===== src/rtl/edge_interval_timer.sv =====
module edge_interval_timer #(
  parameter int W = 16,
  parameter int PW = 5
) (
  input  logic         clk,
  input  logic         rst_n,
  input  logic         start_in,
  input  logic         stop_in,
  input  logic [3:0]   start_fcode,
  input  logic [3:0]   stop_fcode,
  input  logic         done_clr,
  output logic         done,
  output logic         start_ovr,
  output logic         stop_ovr,
  output logic [W-1:0] start_cap,
  output logic [W-1:0] stop_cap,
  output logic [W-1:0] interval
);

  logic [W-1:0]  cnt;
  logic [PW-1:0] presc;
  logic [1:0]    raw;
  logic [3:0]    fcode [2];

  assign raw      = {stop_in, start_in};
  assign fcode[0] = start_fcode;
  assign fcode[1] = stop_fcode;

  always_ff @(posedge clk or negedge rst_n)
    if (!rst_n) begin
      cnt   <= '0;
      presc <= '0;
    end else begin
      cnt   <= cnt + 1'b1;
      presc <= presc + 1'b1;
    end

  for (genvar ch = 0; ch < 2; ch++) begin : ch_g
    logic         s1, s2, filt, prev, lvl, rise, got, ovr, tick;
    logic [5:0]   div;
    logic [3:0]   n, run;
    logic [W-1:0] cap;

    always_comb
      case (fcode[ch])
        4'd1:    begin div = 6'd1;  n = 4'd2; end
        4'd2:    begin div = 6'd1;  n = 4'd4; end
        4'd3:    begin div = 6'd1;  n = 4'd8; end
        4'd4:    begin div = 6'd2;  n = 4'd6; end
        4'd5:    begin div = 6'd2;  n = 4'd8; end
        4'd6:    begin div = 6'd4;  n = 4'd6; end
        4'd7:    begin div = 6'd4;  n = 4'd8; end
        4'd8:    begin div = 6'd8;  n = 4'd6; end
        4'd9:    begin div = 6'd8;  n = 4'd8; end
        4'd10:   begin div = 6'd16; n = 4'd4; end
        4'd11:   begin div = 6'd16; n = 4'd6; end
        4'd12:   begin div = 6'd16; n = 4'd8; end
        4'd13:   begin div = 6'd32; n = 4'd4; end
        4'd14:   begin div = 6'd32; n = 4'd6; end
        4'd15:   begin div = 6'd32; n = 4'd8; end
        default: begin div = 6'd1;  n = 4'd1; end
      endcase

    assign tick = (presc & PW'(div - 6'd1)) == '0;

    always_ff @(posedge clk or negedge rst_n)
      if (!rst_n) begin
        s1 <= 1'b0;
        s2 <= 1'b0;
      end else begin
        s1 <= raw[ch];
        s2 <= s1;
      end

    always_ff @(posedge clk or negedge rst_n)
      if (!rst_n) begin
        run  <= '0;
        filt <= 1'b0;
      end else if (tick) begin
        if (s2 == filt)
          run <= '0;
        else if (run + 1'b1 >= n) begin
          run  <= '0;
          filt <= s2;
        end else
          run <= run + 1'b1;
      end

    assign lvl  = (fcode[ch] == 4'd0) ? s2 : filt;
    assign rise = lvl & ~prev;

    always_ff @(posedge clk or negedge rst_n)
      if (!rst_n)
        prev <= 1'b0;
      else
        prev <= lvl;

    always_ff @(posedge clk or negedge rst_n)
      if (!rst_n) begin
        cap <= '0;
        got <= 1'b0;
        ovr <= 1'b0;
      end else if (done_clr) begin
        got <= 1'b0;
        ovr <= 1'b0;
      end else if (rise) begin
        if (!got) begin
          cap <= cnt;
          got <= 1'b1;
        end else
          ovr <= 1'b1;
      end
  end

  assign start_cap = ch_g[0].cap;
  assign stop_cap  = ch_g[1].cap;
  assign start_ovr = ch_g[0].ovr;
  assign stop_ovr  = ch_g[1].ovr;
  assign done      = ch_g[1].got;
  assign interval  = stop_cap - start_cap;

endmodule



===== config.mk =====
export PLATFORM = sky130hd
export DESIGN_NAME = edge_interval_timer
export DESIGN_NICKNAME = d
export VERILOG_FILES = /design/src/rtl/edge_interval_timer.sv
export SDC_FILE = /design/constraint.sdc
export NUM_CORES = 1
export LEC_CHECK = 0
export ABC_CLOCK_PERIOD_IN_PS = 4200
export BUFFER_PORTS_ARGS = -buffer_cell sky130_fd_sc_hd__buf_4
export CORE_ASPECT_RATIO = 1.4
export CORE_MARGIN = 2
export CORE_UTILIZATION = 59
export CTS_BUF_LIST = sky130_fd_sc_hd__clkbuf_4
export DETAILED_ROUTE_END_ITERATION = 10
export PLACE_DENSITY = 0.8
export SLEW_MARGIN = 20
export SYNTH_ARGS = -nofsm -noshare
export SYNTH_HDL_FRONTEND = slang
export SYNTH_SLANG_ARGS = --single-unit

===== constraint.sdc =====
create_clock -name clk -period 4.2 [get_ports clk]
set_clock_uncertainty 0.1 [all_clocks]
set_input_delay 0.21 -clock clk [delete_from_list [all_inputs] [get_ports clk]]
set_output_delay 0.21 -clock clk [all_outputs]
set_load 0.005 [all_outputs]

==> impl_metrics.yaml, run 1 <==
sta:
  hold_violations: 0
  worstMarginPinSlew_ps: 905.3
  post-route-period-util_pct: 77.75
  layout_min_cycle_time_ps: 3265
  finalSetupTns_ps: 0
  slew_headroom_pct: 39.65
  rsz0062_at_grt: "no"
  hold_slack_ps: 265.7
  setup_viol: 0
  clock.fmax_ghz: 0.3062
  drv_slew: 0
routing:
  avgViaCountPerCell: 5.481
  drt-total-wl_um: 8675
  wl_per_cell_um: 14.65
  first_iter_violations: 118
  drtPass1Iterations: 4
  drtAntennaViolNets: 0
  vias: 3245
  drc: 0
clock_tree:
  htree_levels: 3
  root_buffer: "clkbuf_4"
  hold_buffers: 4
  numCtsBuffers: 9
  cts_tree: "yes"
  clkSlewWorstSetupHoldPaths_ps: 120
  cts_sinks: 73
  clock_path_buffers: 2
  clock_latency_ps: 430
  cts_resized: 0
  post_cts.repair.setup_buffers: 0
critical_path:
  start_kind: "flop"
  worstPathRequired_ps: 3890
  end_kind: "output pin"
  cp.arrival_ps: 2960
  crit_path_max_fanout: 3
  critPathKind: "flop to output pin"
power:
  power.leakage_nw: 2.426
  combPwrFrac_pct: 56.2
  p_seq_share_pct: 31.0
  power_switching_mw: 1.156
  p_int_mw: 1.805
  p_clk_share_pct: 12.8
  power.density_nw_per_um2: 598.7
  ir_drop_v: 0.0005476
  p_sw_share_pct: 39.04
status:
  outcome: "complete, no violations"
logic_synthesis:
  syn-num-nets: 475
  ys_warn_count: 0
  ys_seq_elements: 73
  syn_area_sq_um: 4235
  yosysTopAreaCell: "dfrtp_1"
  yosysTopAreaCellShare_pct: 43.13
  synth_cell_types: 44
  synth.area.top_cells: "dfrtp_1 43%, ha_1 12%, mux2_2 5.6%, xnor2_1 4.8%, o21ai_0 3.7%"
  synthCells: 422
  avgSynthCellArea_sq_um: 10.04
  seq_area_frac_synth_pct: 43.13
global_route:
  antenna_found_initial: 0
  grt_max_degree: 74
  grt_usage_pct: 23.94
  grt_overflow: 0
  grt_pass1_vias: 3236
  grt_pass1_wl_um: 14480
final_layout:
  fin_nets: 545
  final_common_cell: "dfrtp_1"
  antennaDiodeCount: 0
  final_cell_mix: "73 x dfrtp_1, 65 x buf_4, 39 x ha_1"
  drive_above_1_share_pct: 21.53
  syn2layout_area_growth_pct: 16.81
die:
  die_w_um: 75.61
  rows: 36
  start_util_pct: 60.66
  coreArea_sq_um: 6982
  ios: 64
  die_h_um: 104.3
  die_area_sq_um: 7882
place:
  place_congestion: 0.8235
  io_buffers: 63
  dp_hpwl_um: 6515
job:
  cap_violations: 0
min_path:
  hold_path_class: "flop to flop"
[synth_stat cells]
cell type,n
a211oi_1,3
a21boi_0,1
a21o_1,8
a21oi_1,26
a221o_1,1
a221oi_2,1
a22oi_1,1
a311o_1,1
a31oi_1,2
a32o_1,1
a41oi_1,1
and2_1,2
and3_1,5
buf_2,4
buf_6,2
clkbuf_1,4
dfrtp_1,73
fa_1,1
ha_1,39
inv_1,34
mux2_2,21
mux2i_1,7
nand2_1,35
nand2b_1,4
nand3_1,18
nand3b_1,2
nand4_1,3
nor2_1,28
nor2_4,1
nor2b_1,4
nor3_1,3
nor4_1,1
nor4_2,1
nor4_4,1
o211ai_1,2
o21a_1,5
o21ai_0,31
o2bb2ai_1,1
o31ai_1,4
o32ai_1,1
or2_2,1
or2_4,1
xnor2_1,23
xor2_1,14
[routing by layer]
layer / vias to the layer above / track usage (%) / share of wire, %
met3: 10 / 6.008 / 3.4
met1: 1567 / 28.17 / 41
li1: 1600 / - / -
met4: 0 / 8.020 / 1.2
met5: - / 0 / 0
met2: 68 / 41.30 / 55
[final cells by class]
| type | instances | area (sq um) |
|---|---|---|
| flip-flops and latches | 73 | 1827 |
| clock buffers | 9 | 67.56 |
| fillers | 551 | 2034 |
| clock inverters | 7 | 46.29 |
| repair buffers | 69 | 528.0 |
| inverters | 34 | 127.6 |
| well taps | 95 | 118.9 |
| multi-input cells | 305 | 2232 |
[logic make-up (layout without fill, tap and decap cells)]
group	after synthesis	in the layout	share of synthesized area, %
AO/OA/AOI/OAI	90	90	12.97
AND/OR/NAND/NOR	110	110	12.64
XOR/XNOR	37	37	7.651
multiplexers	28	28	7.238
buffers and inverters	44	119	4.372
adder cells (fa/ha/maj)	40	40	11.99
flip-flops	73	73	43.13
[flip-flops by register name (all words and copies together), names as in the netlist]
register / count
ch_g.filt: 2
start_ovr: 1
presc: 5
start_cap: 16
ch_g.got: 1
ch_g.s1: 2
stop_ovr: 1
done: 1
stop_cap: 16
ch_g.prev: 2
ch_g.s2: 2
cnt: 16
ch_g.run: 8
[power by group through the flow]
stage	Clock (mW)	Combinational (mW)	Sequential [mW]
after floorplan	0	0.935	0.918
after global placement	0	1.63	0.923
after detailed placement	0	1.66	0.932
after CTS	0.392	1.68	0.919
after global routing	0.420	1.82	0.936
final	0.379	1.66	0.918
[stage by stage]
| stage | power (mW) | instance area (sq um) | utilization, % | setup WS, ps | instances |
|---|---|---|---|---|---|
| after global placement | 2.555 | 4793 | 68.66 | 1424 | 572 |
| final | 2.962 | 4947 | 70.86 | 934.7 | 592 |
| after floorplan | 1.853 | 4235 | - | 1718 | 422 |
| after CTS | 2.992 | 4947 | 70.86 | 907.6 | 592 |
| after global routing | 3.180 | 4947 | 70.86 | 750.4 | 592 |
| after detailed placement | 2.597 | 4793 | 68.66 | 1421 | 572 |
[worst max-delay path, cell delays in order (launching register included)]
cell and delay [ps]:
dfrtp_1 400, inv_1 70, ha_1 170, inv_1 60
fa_1 400, a21o_1 210, a41oi_1 270, a21oi_1 170
a221o_1 340, a21oi_1 170, xnor2_1 130, buf_4 130
[final timing paths]
kind,start,end,slack (ps),cells past startpoint
setup / recovery,stop_cap[0]$_DFFE_PN0P_,interval[12],930,11
hold / removal,ch_g[1].s1$_DFF_PN0_,ch_g[1].s2$_DFF_PN0_,270,0
setup reg to reg,ch_g[1].run[0]$_DFFE_PN0N_,ch_g[1].run[2]$_DFFE_PN0N_,2060,7
hold reg to reg,ch_g[1].s1$_DFF_PN0_,ch_g[1].s2$_DFF_PN0_,270,0
max in group asynchronous,rst_n,ch_g[0].run[1]$_DFFE_PN0N_,3070,2
min in group asynchronous,rst_n,stop_cap[15]$_DFFE_PN0P_,340,2
No activity file was read; power rests on OpenSTA's default activity.
==> run 2: changes to the inputs <==
--- a/config.mk
+++ b/config.mk
@@ -5,14 +5,15 @@
 export SDC_FILE = /design/constraint.sdc
 export NUM_CORES = 1
 export LEC_CHECK = 0
-export ABC_CLOCK_PERIOD_IN_PS = 4200
+export ABC_AREA = 1
+export ABC_CLOCK_PERIOD_IN_PS = 3400
 export BUFFER_PORTS_ARGS = -buffer_cell sky130_fd_sc_hd__buf_4
 export CORE_ASPECT_RATIO = 1.4
 export CORE_MARGIN = 2
 export CORE_UTILIZATION = 59
 export CTS_BUF_LIST = sky130_fd_sc_hd__clkbuf_4
 export DETAILED_ROUTE_END_ITERATION = 10
-export PLACE_DENSITY = 0.8
+export PLACE_DENSITY = 0.79
 export SLEW_MARGIN = 20
 export SYNTH_ARGS = -nofsm -noshare
 export SYNTH_HDL_FRONTEND = slang
==> constraint.sdc (replaced) <==
create_clock -name clk -period 3.4 [get_ports clk]
set_clock_uncertainty 0.1 [all_clocks]
set_input_delay 0.17 -clock clk [delete_from_list [all_inputs] [get_ports clk]]
set_output_delay 0.17 -clock clk [all_outputs]
set_load 0.005 [all_outputs]
==> impl_metrics.yaml, run 2 <==
final_layout:
  postLayoutCoreUtil_pct: 70.00
  postLayoutCellArea_sq_um: 5425
  drive_above_1_share_pct: 13.55
  final_cell_mix: "214 x nand2_1, 90 x inv_1, 73 x dfrtp_1"
  final_common_cell: "nand2_1"
  antennaDiodeCount: 0
  stdcell_count: 801
  syn2layout_area_growth_pct: 14.65
  fin_nets: 750
logic_synthesis:
  seq_area_frac_synth_pct: 38.60
  synth-edff-count: 0
  synth.area.top_cells: "dfrtp_1 39%, nand2_1 17%, ha_1 10%, nand3_1 7.5%, inv_1 7.1%"
  ys_warn_count: 0
  syn-num-nets: 680
  yosysTopAreaCell: "dfrtp_1"
  async_reset_ff_share_pct: 100.0
  syn_area_sq_um: 4732
  synthCells: 627
  yosysTopAreaCellShare_pct: 38.60
  synth_most_common_cell: "nand2_1"
  avgSynthCellArea_sq_um: 7.547
  ys_seq_elements: 73
  ys.flop_type: "dfrtp_1"
  synth_cell_types: 30
  synth_common_cells: "214 x nand2_1, 90 x inv_1, 73 x dfrtp_1"
power:
  power_switching_mw: 1.441
  power_mw: 3.527
  p_clk_share_pct: 14.2
  p_int_mw: 2.086
  ir_drop_v: 0.0005290
  p_sw_share_pct: 40.86
  combPwrFrac_pct: 54.0
  power.density_nw_per_um2: 650.1
  power.leakage_nw: 3.153
  p_seq_share_pct: 31.8
global_route:
  antenna_found_initial: 0
  grt_pass1_wl_um: 17340
  grt_max_degree: 74
  grt_usage_pct: 24.97
  grt_pass1_vias: 4103
  grt_overflow: 0
critical_path:
  critPathMaxStageDelay_ps: 400
  cp_cell_sequence: "inv_1 > ha_1 > inv_1 > fa_1 > nand3_1 > nand2_1 > nand2_1 > nand2_1 > nand2_1 > nand2_1 > nand2_1 > nand2_1 > buf_4"
  worstPathRequired_ps: 3130
  end_kind: "output pin"
  cp.arrival_ps: 2320
  critical_path.slowest_cell: "dfrtp_1"
  start_kind: "flop"
  crit_path_max_fanout: 4
  crit_top_cell: "nand2_1"
  critPathKind: "flop to output pin"
clock_tree:
  hold_buffers: 4
  htree_levels: 3
  post_cts.repair.setup_buffers: 0
  cts_resized: 0
  clock_latency_ps: 410
  numCtsBuffers: 9
  cts_sinks: 73
  clock_path_buffers: 2
  clkSlewWorstSetupHoldPaths_ps: 100
  root_buffer: "clkbuf_4"
  cts_tree: "yes"
routing:
  drtAntennaViolNets: 0
  drt-total-wl_um: 10160
  first_iter_violations: 307
  drtPass1Iterations: 4
  wl_per_cell_um: 12.68
  vias: 4167
  drc: 0
  avgViaCountPerCell: 5.202
sta:
  worstMarginPinSlew_ps: 884.5
  setup_slack_ps: 807.2
  clock.fmax_ghz: 0.3857
  setup_viol: 0
  finalSetupTns_ps: 0
  rsz0062_at_grt: "no"
  slew_headroom_pct: 41.03
  drv_slew: 0
  hold_violations: 0
  hold_slack_ps: 92.68
  layout_min_cycle_time_ps: 2593
  post-route-period-util_pct: 76.26
min_path:
  hold_path_class: "input pin to flop"
die:
  start_util_pct: 61.06
  die_w_um: 79.69
  die_area_sq_um: 8763
  ios: 64
  die_h_um: 110.0
  rows: 38
  coreArea_sq_um: 7750
job:
  cap_violations: 0
place:
  dp_hpwl_um: 8047
  placed_cell_area_sq_um: 5263
  pre_cts_ws_ps: 1158
  io_buffers: 63
  place_congestion: 0.8211
  placed_cells: 782
status:
  outcome: "complete, no violations"
-- run 2: cell types whose count changed after synthesis, moves of 14 or more --
| cell | delta |
|---|---|
| mux2_2 | -21 |
| xnor2_1 | -16 |
| nand2_1 | +179 |
| o21ai_0 | -27 |
| nor3_1 | +14 |
| inv_1 | +56 |
| nand3_1 | +53 |
-- run 2: cell type report --
type | instances | area, sq um
timing repair buffer | 68 | 520.5
tap | 100 | 125.1
inverter | 92 | 347.8
clock buffer | 10 | 75.07
clock inverter | 5 | 47.55
multi-input combinational | 453 | 2482
sequential | 73 | 1827
fill | 659 | 2325
-- run 2: worst paths after layout --
path | slack (ps) | cells after the start | start | end
setup / recovery | 810 | 13 | stop_cap[0]$_DFFE_PN0P_ | interval[14]
hold / removal | 90 | 5 | start_fcode[2] | ch_g[0].prev$_DFF_PN0_
setup reg to reg | 1350 | 10 | ch_g[1].run[0]$_DFFE_PN0N_ | ch_g[1].run[0]$_DFFE_PN0N_
hold reg to reg | 260 | 0 | ch_g[0].s1$_DFF_PN0_ | ch_g[0].s2$_DFF_PN0_
max in group asynchronous | 2320 | 2 | rst_n | start_cap[13]$_DFFE_PN0P_
min in group asynchronous | 310 | 2 | rst_n | ch_g[0].run[2]$_DFFE_PN0N_
-- run 2: power groups by stage --
stage	registers [mW]	logic [mW]	clock network, mW
CTS	1.12	1.91	0.517
detailed placement	1.14	1.90	0
finish	1.12	1.90	0.501
floorplan	1.12	1.14	0
global placement	1.13	1.84	0
global route	1.14	2.12	0.551
-- run 2: cell families (layout without fill, tap and decap cells) --
family,count (synthesis),in the layout,share of synthesized area [%]
adder cells (fa/ha/maj),40,40,10.74
flip-flops,73,73,38.60
XOR/XNOR,29,29,5.367
buffers and inverters,101,175,8.937
AO/OA/AOI/OAI,29,29,3.913
AND/OR/NAND/NOR,355,355,32.44
-- run 2: per-layer routing --
metal / share of wire (%) / track usage (%)
met5: 0 / 0
met4: 3.2 / 12.07
met3: 2.4 / 3.530
met2: 54 / 47.96
met1: 41 / 26.18
-- run 2: critical path, delay by kind of cell, from the launching register on --
family                   cells  cell delay, ps
AND/OR/NAND/NOR              8             720
adder cells (fa/ha/maj)      2             540
flip-flops                   1             400
buffers and inverters        3             240
==> run 3: changes to the inputs <==
--- a/config.mk
+++ b/config.mk
@@ -6,14 +6,14 @@
 export NUM_CORES = 1
 export LEC_CHECK = 0
 export ABC_AREA = 1
-export ABC_CLOCK_PERIOD_IN_PS = 3400
+export ABC_CLOCK_PERIOD_IN_PS = 2200
 export BUFFER_PORTS_ARGS = -buffer_cell sky130_fd_sc_hd__buf_4
 export CORE_ASPECT_RATIO = 1.4
 export CORE_MARGIN = 2
-export CORE_UTILIZATION = 59
+export CORE_UTILIZATION = 54
 export CTS_BUF_LIST = sky130_fd_sc_hd__clkbuf_4
 export DETAILED_ROUTE_END_ITERATION = 10
-export PLACE_DENSITY = 0.79
+export PLACE_DENSITY = 0.77
 export SLEW_MARGIN = 20
 export SYNTH_ARGS = -nofsm -noshare
 export SYNTH_HDL_FRONTEND = slang
==> constraint.sdc (replaced) <==
create_clock -name clk -period 2.2 [get_ports clk]
set_clock_uncertainty 0.1 [all_clocks]
set_input_delay 0.11 -clock clk [delete_from_list [all_inputs] [get_ports clk]]
set_output_delay 0.11 -clock clk [all_outputs]
set_load 0.005 [all_outputs]
==> impl_metrics.yaml, run 3 (synthesis gave the netlist of run 2 again) <==
clock_tree:
  clkSlewWorstSetupHoldPaths_ps: 120
  clock_path_buffers: 2
  clock_latency_ps: 430
  cts_tree: "yes"
  htree_levels: 3
  numCtsBuffers: 9
  root_buffer: "clkbuf_4"
  cts_sinks: 73
status:
  failed_checks: "negative setup slack"
  outcome: "finished, violations left"
min_path:
  hold_path.startpoint: "start_fcode[2]"
  holdPathEnd: "ch_g[0].prev$_DFF_PN0_"
  min_path_cells: 5
  hold_path_class: "input pin to flop"
die:
  ios: 64
  rows: 40
  coreArea_sq_um: 8558
  start_util_pct: 55.29
  die_area_sq_um: 9538
  die_w_um: 83.12
  die_h_um: 114.8
critical_path:
  critPathKind: "flop to output pin"
  cp.arrival_ps: 2160
  reg2reg_to: "ch_g[1].run[3]$_DFFE_PN0N_"
  worstReg2RegStart: "ch_g[1].run[0]$_DFFE_PN0N_"
  rr_worst_depth: 10
  start_kind: "flop"
  setup.reg_to_reg.worst_slack_ps: 130
  crit_path_max_fanout: 4
  end_kind: "output pin"
  worstPathRequired_ps: 1990
sta:
  hold_violations: 0
  setup_slack_ps: -168.6
  clock.fmax_ghz: 0.4222
  slew_headroom_pct: 41.05
  setup_viol: 10
  layout_min_cycle_time_ps: 2369
  drv_slew: 0
  worstMarginPinSlew_ps: 884.2
  post-route-period-util_pct: 107.7
  hold_slack_ps: 22.86
  rsz0062_at_grt: "yes"
final_layout:
  fin_nets: 769
  drive_above_1_share_pct: 21.39
  syn2layout_area_growth_pct: 22.69
  final_cell_mix: "201 x nand2_1, 87 x inv_1, 80 x buf_4"
  stdcell_count: 826
  final_common_cell: "nand2_1"
global_route:
  grt_util_met1_pct: 25.09
  antenna_found_initial: 1
  grt_max_degree: 74
  grt_pass1_wl_um: 19060
  grt_busiest_layer: "met2"
  grt_overflow: 0
  grt_util_met2_pct: 47.80
  grt_util_met3_pct: 2.441
  grt_usage_pct: 24.18
  grt_pass1_vias: 4519
place:
  place_congestion: 0.9136
  dp_hpwl_um: 8221
  placed_cells: 790
  io_buffers: 63
power:
  ir_drop_v: 0.001082
  power.leakage_nw: 3.284
  power_mw: 6.206
  power.density_nw_per_um2: 1069
routing:
  drt-total-wl_um: 11090
  avgViaCountPerCell: 5.276
  first_iter_violations: 210
  drtAntennaViolNets: 0
  drtPass1Iterations: 4
  wl_per_cell_um: 13.42
  vias: 4358
  drc: 0
job:
  cap_violations: 0
==> run 3: where the power goes <==
part	internal (mW)	leakage, nW	switching, mW
clock network	0.228	0.0632	0.438
logic	1.82	2.26	1.97
registers	1.53	0.956	0.209
==> run 3: worst max-delay path, cell delays in order (launching register included) <==
cell and delay, ps:
dfrtp_1 390, inv_1 60, ha_2 160, inv_2 40, fa_2 390, nand3_2 90
nand2_4 80, buf_6 130, nand3_4 60, nand4_1 130, nand2_2 100, buf_6 90
==> run 3: cell type report <==
type	count	area, sq um
multi-input cells	453	2723
flip-flops and latches	73	1828
clock inverters	5	23.77
fillers	719	2753
well taps	105	131.4
clock buffers	10	75.07
diodes	1	2.502
repair buffers	87	674.4
inverters	92	347.8
==> run 3: worst max path at each step <==
stage | start | to | slack (ps)
after global routing | stop_cap[0]$_DFFE_PN0P_ | interval[12] | -290
after floorplan | stop_fcode[1] | ch_g[1].filt$_DFFE_PN0P_ | 350
final | stop_cap[0]$_DFFE_PN0P_ | interval[12] | -170
after detailed placement | stop_fcode[1] | ch_g[1].run[3]$_DFFE_PN0N_ | -4
after CTS | stop_cap[0]$_DFFE_PN0P_ | interval[12] | -130
after global placement | stop_fcode[1] | ch_g[1].run[1]$_DFFE_PN0N_ | 130
==> run 3: through the flow <==
stage               setup TNS [ps]  utilization, %  area, sq um  setup slack [ps]
floorplan                        0               -         4732             353.6
global placement                 0           61.83         5291             132.7
detailed placement          -3.900           61.83         5291            -3.900
CTS                         -624.1           67.08         5741            -131.1
global route                 -2676           67.84         5806            -293.1
finish                       -1036           67.84         5806            -168.6
==> run 3: routing by layer <==
layer  routed length, um  vias to the layer above
met4                 460                        0
met5                   0                        -
li1                    -                     2154
met2                6093                       92
met1                4248                     2073
met3                 282                       39
==> run 3: what timing repair did <==
action,4_1_cts,5_1_grt
pin swaps,6,7
resized for setup,36,13
hold endpoints to repair,85,0
hold buffers,4,0
cloned,0,0
endpoints found under the setup margin,12,15
buffers inserted,15,1
